`src/rtl/emflag_pkg.sv`:
```
package emflag_pkg;

  localparam int FLAG_N   = 8;
  localparam int EM_N     = 2;
  localparam int EM_LIMIT = 0;
  localparam int EM_STOP  = 1;

  localparam int ADR_FLAGS   = 'h00;
  localparam int ADR_SOFTRST = 'h05;
  localparam int ADR_STATUS  = 'h07;

  typedef struct packed {
    logic       rsvd;
    logic       stop;
    logic       prof;
    logic       limit;
    logic [3:0] cfg;
  } status_t;

  // Indexed flag command: cmd[3] is the value, cmd[2:0] the flag index.
  function automatic logic [FLAG_N-1:0] flag_cmd_apply(
      input logic [FLAG_N-1:0] cur,
      input logic [3:0]        cmd,
      input logic [FLAG_N-1:0] lock);
    logic [FLAG_N-1:0] r;
    r = cur;
    if (!lock[cmd[2:0]]) r[cmd[2:0]] = cmd[3];
    return r;
  endfunction

  function automatic logic [7:0] pack_status(
      input logic [3:0] cfg,
      input logic       limit,
      input logic       prof,
      input logic       stop);
    status_t s;
    s.rsvd  = 1'b0;
    s.stop  = stop;
    s.prof  = prof;
    s.limit = limit;
    s.cfg   = cfg;
    return s;
  endfunction

endpackage

```
`src/rtl/emflag_sync_latch.sv`:
```
module emflag_sync_latch #(
  parameter int SYNC_STAGES = 2
) (
  input  logic clk,
  input  logic rst_n,
  input  logic pin_n,
  input  logic clr_req,
  output logic flag,
  output logic pin_low_s
);

  logic [SYNC_STAGES-1:0] sh;

  generate
    if (SYNC_STAGES == 1) begin : g_one
      always_ff @(posedge clk or negedge rst_n) begin
        if (!rst_n) sh <= '1;
        else        sh <= pin_n;
      end
    end else begin : g_chain
      always_ff @(posedge clk or negedge rst_n) begin
        if (!rst_n) sh <= '1;
        else        sh <= {sh[SYNC_STAGES-2:0], pin_n};
      end
    end
  endgenerate

  assign pin_low_s = ~sh[SYNC_STAGES-1];

  // Low level sets; the release needs a high level plus a status write.
  always_ff @(posedge clk or negedge rst_n) begin
    if (!rst_n)         flag <= 1'b0;
    else if (pin_low_s) flag <= 1'b1;
    else if (clr_req)   flag <= 1'b0;
  end

endmodule

```
`src/rtl/emflag_bank.sv`:
```
module emflag_bank
  import emflag_pkg::*;
#(
  parameter logic [FLAG_N-1:0] LOCK_MASK = 8'b0000_0010
) (
  input  logic              clk,
  input  logic              rst_n,
  input  logic              host_wr,
  input  logic [3:0]        cmd,
  input  logic              prof_start,
  input  logic              prof_done,
  output logic [FLAG_N-1:0] flags
);

  logic [FLAG_N-1:0] nxt;

  always_comb begin
    nxt = flags;
    if (host_wr) nxt = flag_cmd_apply(flags, cmd, LOCK_MASK);
    if (prof_done)       nxt[0] = 1'b0;
    else if (prof_start) nxt[0] = 1'b1;
  end

  always_ff @(posedge clk or negedge rst_n) begin
    if (!rst_n) flags <= '0;
    else        flags <= nxt;
  end

endmodule

```
`src/rtl/emflag_status.sv`:
```
module emflag_status (
  input  logic       clk,
  input  logic       rst_n,
  input  logic       cfg_wr,
  input  logic       soft_hit,
  input  logic [3:0] cfg_in,
  output logic [3:0] cfg,
  output logic       soft_pulse
);

  always_ff @(posedge clk or negedge rst_n) begin
    if (!rst_n) begin
      cfg        <= '0;
      soft_pulse <= 1'b0;
    end else begin
      soft_pulse <= soft_hit;
      if (cfg_wr)        cfg <= cfg_in;
      else if (soft_hit) cfg <= '0;
    end
  end

endmodule

```
`src/rtl/emerg_flag_regs.sv`:
```
module emerg_flag_regs
  import emflag_pkg::*;
#(
  parameter int ADDR_W      = 6,
  parameter int SYNC_STAGES = 2
) (
  input  logic              clk,
  input  logic              rst_n,
  input  logic              wr_en,
  input  logic [ADDR_W-1:0] wr_addr,
  input  logic [7:0]        wr_data,
  input  logic [ADDR_W-1:0] rd_addr,
  output logic [7:0]        rd_data,
  input  logic              limit_n,
  input  logic              stop_n,
  input  logic              prof_start,
  input  logic              prof_done,
  output logic [7:0]        flags_o,
  output logic              cmd_zero,
  output logic              decel_req,
  output logic              soft_rst_o
);

  localparam logic [ADDR_W-1:0] A_FLG = ADDR_W'(ADR_FLAGS);
  localparam logic [ADDR_W-1:0] A_SRS = ADDR_W'(ADR_SOFTRST);
  localparam logic [ADDR_W-1:0] A_STA = ADDR_W'(ADR_STATUS);

  // Named decode events, also observed by the checker.
  logic flag_wr, status_wr, soft_hit;
  assign flag_wr   = wr_en && (wr_addr == A_FLG);
  assign status_wr = wr_en && (wr_addr == A_STA);
  assign soft_hit  = wr_en && (wr_addr == A_SRS) && (wr_data == 8'h00);

  logic [EM_N-1:0] pins_n, em_flag, em_low;
  assign pins_n[EM_LIMIT] = limit_n;
  assign pins_n[EM_STOP]  = stop_n;

  generate
    for (genvar g = 0; g < EM_N; g++) begin : g_em
      emflag_sync_latch #(.SYNC_STAGES(SYNC_STAGES)) u_latch (
        .clk       (clk),
        .rst_n     (rst_n),
        .pin_n     (pins_n[g]),
        .clr_req   (status_wr),
        .flag      (em_flag[g]),
        .pin_low_s (em_low[g])
      );
    end
  endgenerate

  logic lim_low_s, stop_low_s;
  assign lim_low_s  = em_low[EM_LIMIT];
  assign stop_low_s = em_low[EM_STOP];

  logic [FLAG_N-1:0] flags;
  emflag_bank u_bank (
    .clk        (clk),
    .rst_n      (rst_n),
    .host_wr    (flag_wr),
    .cmd        (wr_data[3:0]),
    .prof_start (prof_start),
    .prof_done  (prof_done),
    .flags      (flags)
  );

  logic [3:0] cfg;
  emflag_status u_stat (
    .clk        (clk),
    .rst_n      (rst_n),
    .cfg_wr     (status_wr),
    .soft_hit   (soft_hit),
    .cfg_in     (wr_data[3:0]),
    .cfg        (cfg),
    .soft_pulse (soft_rst_o)
  );

  assign flags_o   = flags;
  assign cmd_zero  = em_flag[EM_LIMIT];
  assign decel_req = em_flag[EM_STOP];

  always_comb begin
    rd_data = '0;
    if (rd_addr == A_FLG)
      rd_data = flags;
    else if (rd_addr == A_STA)
      rd_data = pack_status(cfg, em_flag[EM_LIMIT], flags[0], em_flag[EM_STOP]);
  end

endmodule

```
`config.mk`:
```
export PLATFORM = sky130hd
export DESIGN_NAME = emerg_flag_regs
export DESIGN_NICKNAME = d
export VERILOG_FILES = /design/src/rtl/emflag_pkg.sv /design/src/rtl/emflag_sync_latch.sv /design/src/rtl/emflag_bank.sv /design/src/rtl/emflag_status.sv /design/src/rtl/emerg_flag_regs.sv
export SDC_FILE = /design/constraint.sdc
export NUM_CORES = 1
export LEC_CHECK = 0
export BUFFER_PORTS_ARGS = -buffer_cell sky130_fd_sc_hd__clkbuf_2
export CAP_MARGIN = 20
export CORE_AREA = 2 2 45 57
export DETAILED_ROUTE_END_ITERATION = 8
export DIE_AREA = 0 0 47 59
export GPL_ROUTABILITY_DRIVEN = 0
export HOLD_SLACK_MARGIN = 0.06
export PLACE_DENSITY = 0.75
export SLEW_MARGIN = 20
export SYNTH_ARGS = -nofsm -noshare
export SYNTH_HDL_FRONTEND = slang
export SYNTH_SLANG_ARGS = --single-unit
```
`constraint.sdc`:
```
create_clock -name clk -period 1.75 [get_ports clk]
set_input_delay 0.35 -clock clk [delete_from_list [all_inputs] [get_ports clk]]
set_output_delay 0.35 -clock clk [all_outputs]
set_load 0.03 [all_outputs]
```
==> flow_summary_export.csv <==
group,metric,value,unit
status,outcome,"finished with violations",
status,violations,"negative setup slack",
floorplan,die_height,59,um
route,drtPass1Iterations,4,
logic_synthesis,synth_cells,87,
final_layout,area_growth,55.1,%
global_route,grt_max_degree,20,
critical_path,start_kind,"input port",
clock_tree,cts_sinks,19,
final_layout,post_route_cells_drive_above_1_share,56.6,%
clock_tree,cts_tree,"yes",
logic_synthesis,synth_top_area_share,39.8,%
route,top_layer_used,"met4",
logic_synthesis,synth_fp_nets,114,
route,vias_per_cell,5.48,
route,drt_iter0_markers,32,
logic_synthesis,yosys_register_bits,19,
logic_synthesis,ys_types,28,
clock_tree,cts_htree_levels,1,
timing,tns,-0.323,ns
final_layout,stdcell_area,1460,um2
global_route,grt.total_usage,21.0,%
timing,skew,0.000285,ns
clock_tree,insertion_delay,0.31,ns
logic_synthesis,ys_warn_count,0,
route,routed_wirelength,2.64,mm
timing,drv_slew,0,
route,dr_wl_met3,161,um
logic_synthesis,yosysTopAreaCell,"dfrtp_1",
clock_tree,clk_pin_slew_worst_paths,0.11,ns
route,drcViolationCount,0,
critical_path,cp.required,1.40,ns
critical_path,r2r_end,"u_bank.flags[0]$_DFFE_PN0P_",
route,ant_nets,0,
global_route,grt_antenna_before_repair,0,
run,maxCapViolCount,0,
final_layout,final_nets,173,
clock_tree,clockBufferDepth,2,
worst_hold_path,min_to,"g_em[0].u_latch.sh[0]$_DFF_PN1_",
floorplan,core-area,2190,um2
route,via_count,965,
route,met2_length,1.43,mm
timing,period_minus_slack,1.82,ns
floorplan,start_util,43.1,%
worst_hold_path,hp-class,"input port to flip-flop",
timing,hold_violations,0,
critical_path,critPathCaptureType,"output pin",
pwr,power_density,562,nW/um2
placed_design,hpwlAfterDp,1.93,mm
logic_synthesis,ys.flop_type,"dfrtp_1",
route,wl_met1,961,um
clock_tree,root_buffer,"clkbuf_4",
pwr,power_leakage,0.705,nW
placed_design,port_buffers,45,
global_route,grt_pass1_wl,4.12,mm
logic_synthesis,synth_edf_count,0,
placed_design,place_ws,-0.136,ns
pwr,vdd_ir_drop_max,0.614,mV
logic_synthesis,synth_common_cells,"dfrtp_1 (15), nand3_1 (12), o21ai_0 (10)",
logic_synthesis,synth_area,942,um2
timing,slew_headroom,69.3,%
pwr,power_frac_clock,28.0,%
global_route,first_global_vias,926,
timing,fin_ws,-0.0717,ns
critical_path,crit_fanout,5,
floorplan,die-area,2770,um2
logic_synthesis,synth_area_leaders,"dfrtp_1 (40%), dfstp_2 (11%), mux2_2 (7.2%)",
route,wl_per_cell,15.0,um
critical_path,cp.arrival,1.47,ns
critical_path,regToRegSetupSlack,0.85,ns
pwr,combPwrFrac,15.8,%
worst_hold_path,holdPathStages,1,
critical_path,r2r_start,"u_bank.flags[0]$_DFFE_PN0P_",
placed_design,placed_area,1290,um2
clock_tree,cts_buffers,3,
floorplan,rows,19,
timing,timing.final.crit_share,104,%
pwr,p_seq_share,56.3,%
timing,setup_viol,8,
timing,rsz0062_at_grt,"true",
logic_synthesis,ys_seq_area_share,51.0,%
timing,timing.fmax,0.549,GHz
critical_path,rr_worst_depth,2,
logic_synthesis,synth-async-reset-ratio,100,%
pwr,p_sw_share,26.9,%
pwr,p_switching,0.221,mW
logic_synthesis,postSynthAreaPerCell,10.8,um2
logic_synthesis,yosysMostFrequentCell,"dfrtp_1",
critical_path,crit_type,"input port to output pin",
global_route,gr-total-overflow,0,
final_layout,diodes,0,
timing,worst_pin_slew,0.460,ns
floorplan,die_x,47,um
worst_hold_path,min-delay-start,"limit_n",
pwr,power.internal,0.601,mW
floorplan,io_pins,46,
## logic make-up (layout without fill, tap and decap cells)
kind of cell           Yosys count  in the layout  share of synthesized area [%]
buffers and inverters            5             63                           2.26
and+or+nand+nor                 39             39                           26.8
muxes                            6              6                           7.17
DFF                             19             19                           51.0
AOI/OAI and AO/OA               18             18                           12.7
## stage by stage
stage          util, %  total power, mW  hold WS [ns]  instances
2_1_floorplan        -            0.515        0.0544         87
3_3_place_gp      59.2            0.585         0.319        171
3_5_place_dp      59.2            0.589         0.325        171
4_1_cts           66.0            0.817         0.118        176
5_1_grt           66.8            0.854        0.0971        176
6_report          66.8            0.821         0.106        176
## placed cells by master, fill, tap and decap left out, drive strengths merged
master       count
nand4            2
nor4             2
dlygate4sd3      1
a22o             7
and2             2
and3             1
buf             19
nor4b            2
or4b             1
nand4b           1
nand3           12
o21ai           10
dfstp            4
clkbuf          41
nor3             1
mux2             6
or4              3
a311oi           1
nor2             4
nand2            1
inv              2
nor2b            5
or3              1
dfrtp           15
and4             1
## power by group through the flow
stage | combinational (mW) | sequential, mW | clock [mW]
global placement | 0.116 | 0.468 | 0
floorplan | 0.0363 | 0.479 | 0
finish | 0.129 | 0.462 | 0.230
global route | 0.140 | 0.464 | 0.250
detailed placement | 0.120 | 0.469 | 0
CTS | 0.127 | 0.462 | 0.228
## sequential cells by signal (all words and copies together), names as in the netlist
register and cells:
u_bank.flags 8, u_stat.cfg 4, g_em.u_latch.sh 4, g_em.u_latch.flag 2, u_stat.soft_pulse 1
## cell type report
| cell class | count | area [um2] |
|---|---|---|
| flip-flops and latches | 19 | 480 |
| repair buffers | 57 | 398 |
| clock buffers | 4 | 26.3 |
| multi-input cells | 63 | 510 |
| inverters | 2 | 7.51 |
| well taps | 31 | 38.8 |
| fillers | 200 | 726 |
## worst max-delay path: stages
cell,delay [ns]
clkbuf_2,0.08
or3_4,0.40
nor4_4,0.17
buf_4,0.19
a22o_2,0.17
buf_8,0.12
## routing by layer
layer	track usage (%)	vias up
met5	0	-
met4	10.3	0
met3	2.44	9
met2	36.2	55
met1	24.9	453
li1	-	448
## worst max path at each step
stage,start,to,slack [ns]
after floorplan,rd_addr[5],rd_data[0],0.04
after global placement,rd_addr[5],rd_data[5],-0.11
after detailed placement,rd_addr[5],rd_data[3],-0.14
after CTS,rd_addr[5],rd_data[0],-0.08
after global routing,rd_addr[5],rd_data[0],-0.12
final,rd_addr[5],rd_data[0],-0.07
## what timing repair did
action                                  in CTS  in global routing
resized for setup                           23                  9
hold buffers                                 1                  0
buffers inserted                             0                  0
endpoints found under the setup margin       8                  8
pin swaps                                    3                  2
hold endpoints to repair                    15                  0
No activity file was read; power rests on OpenSTA's default activity.
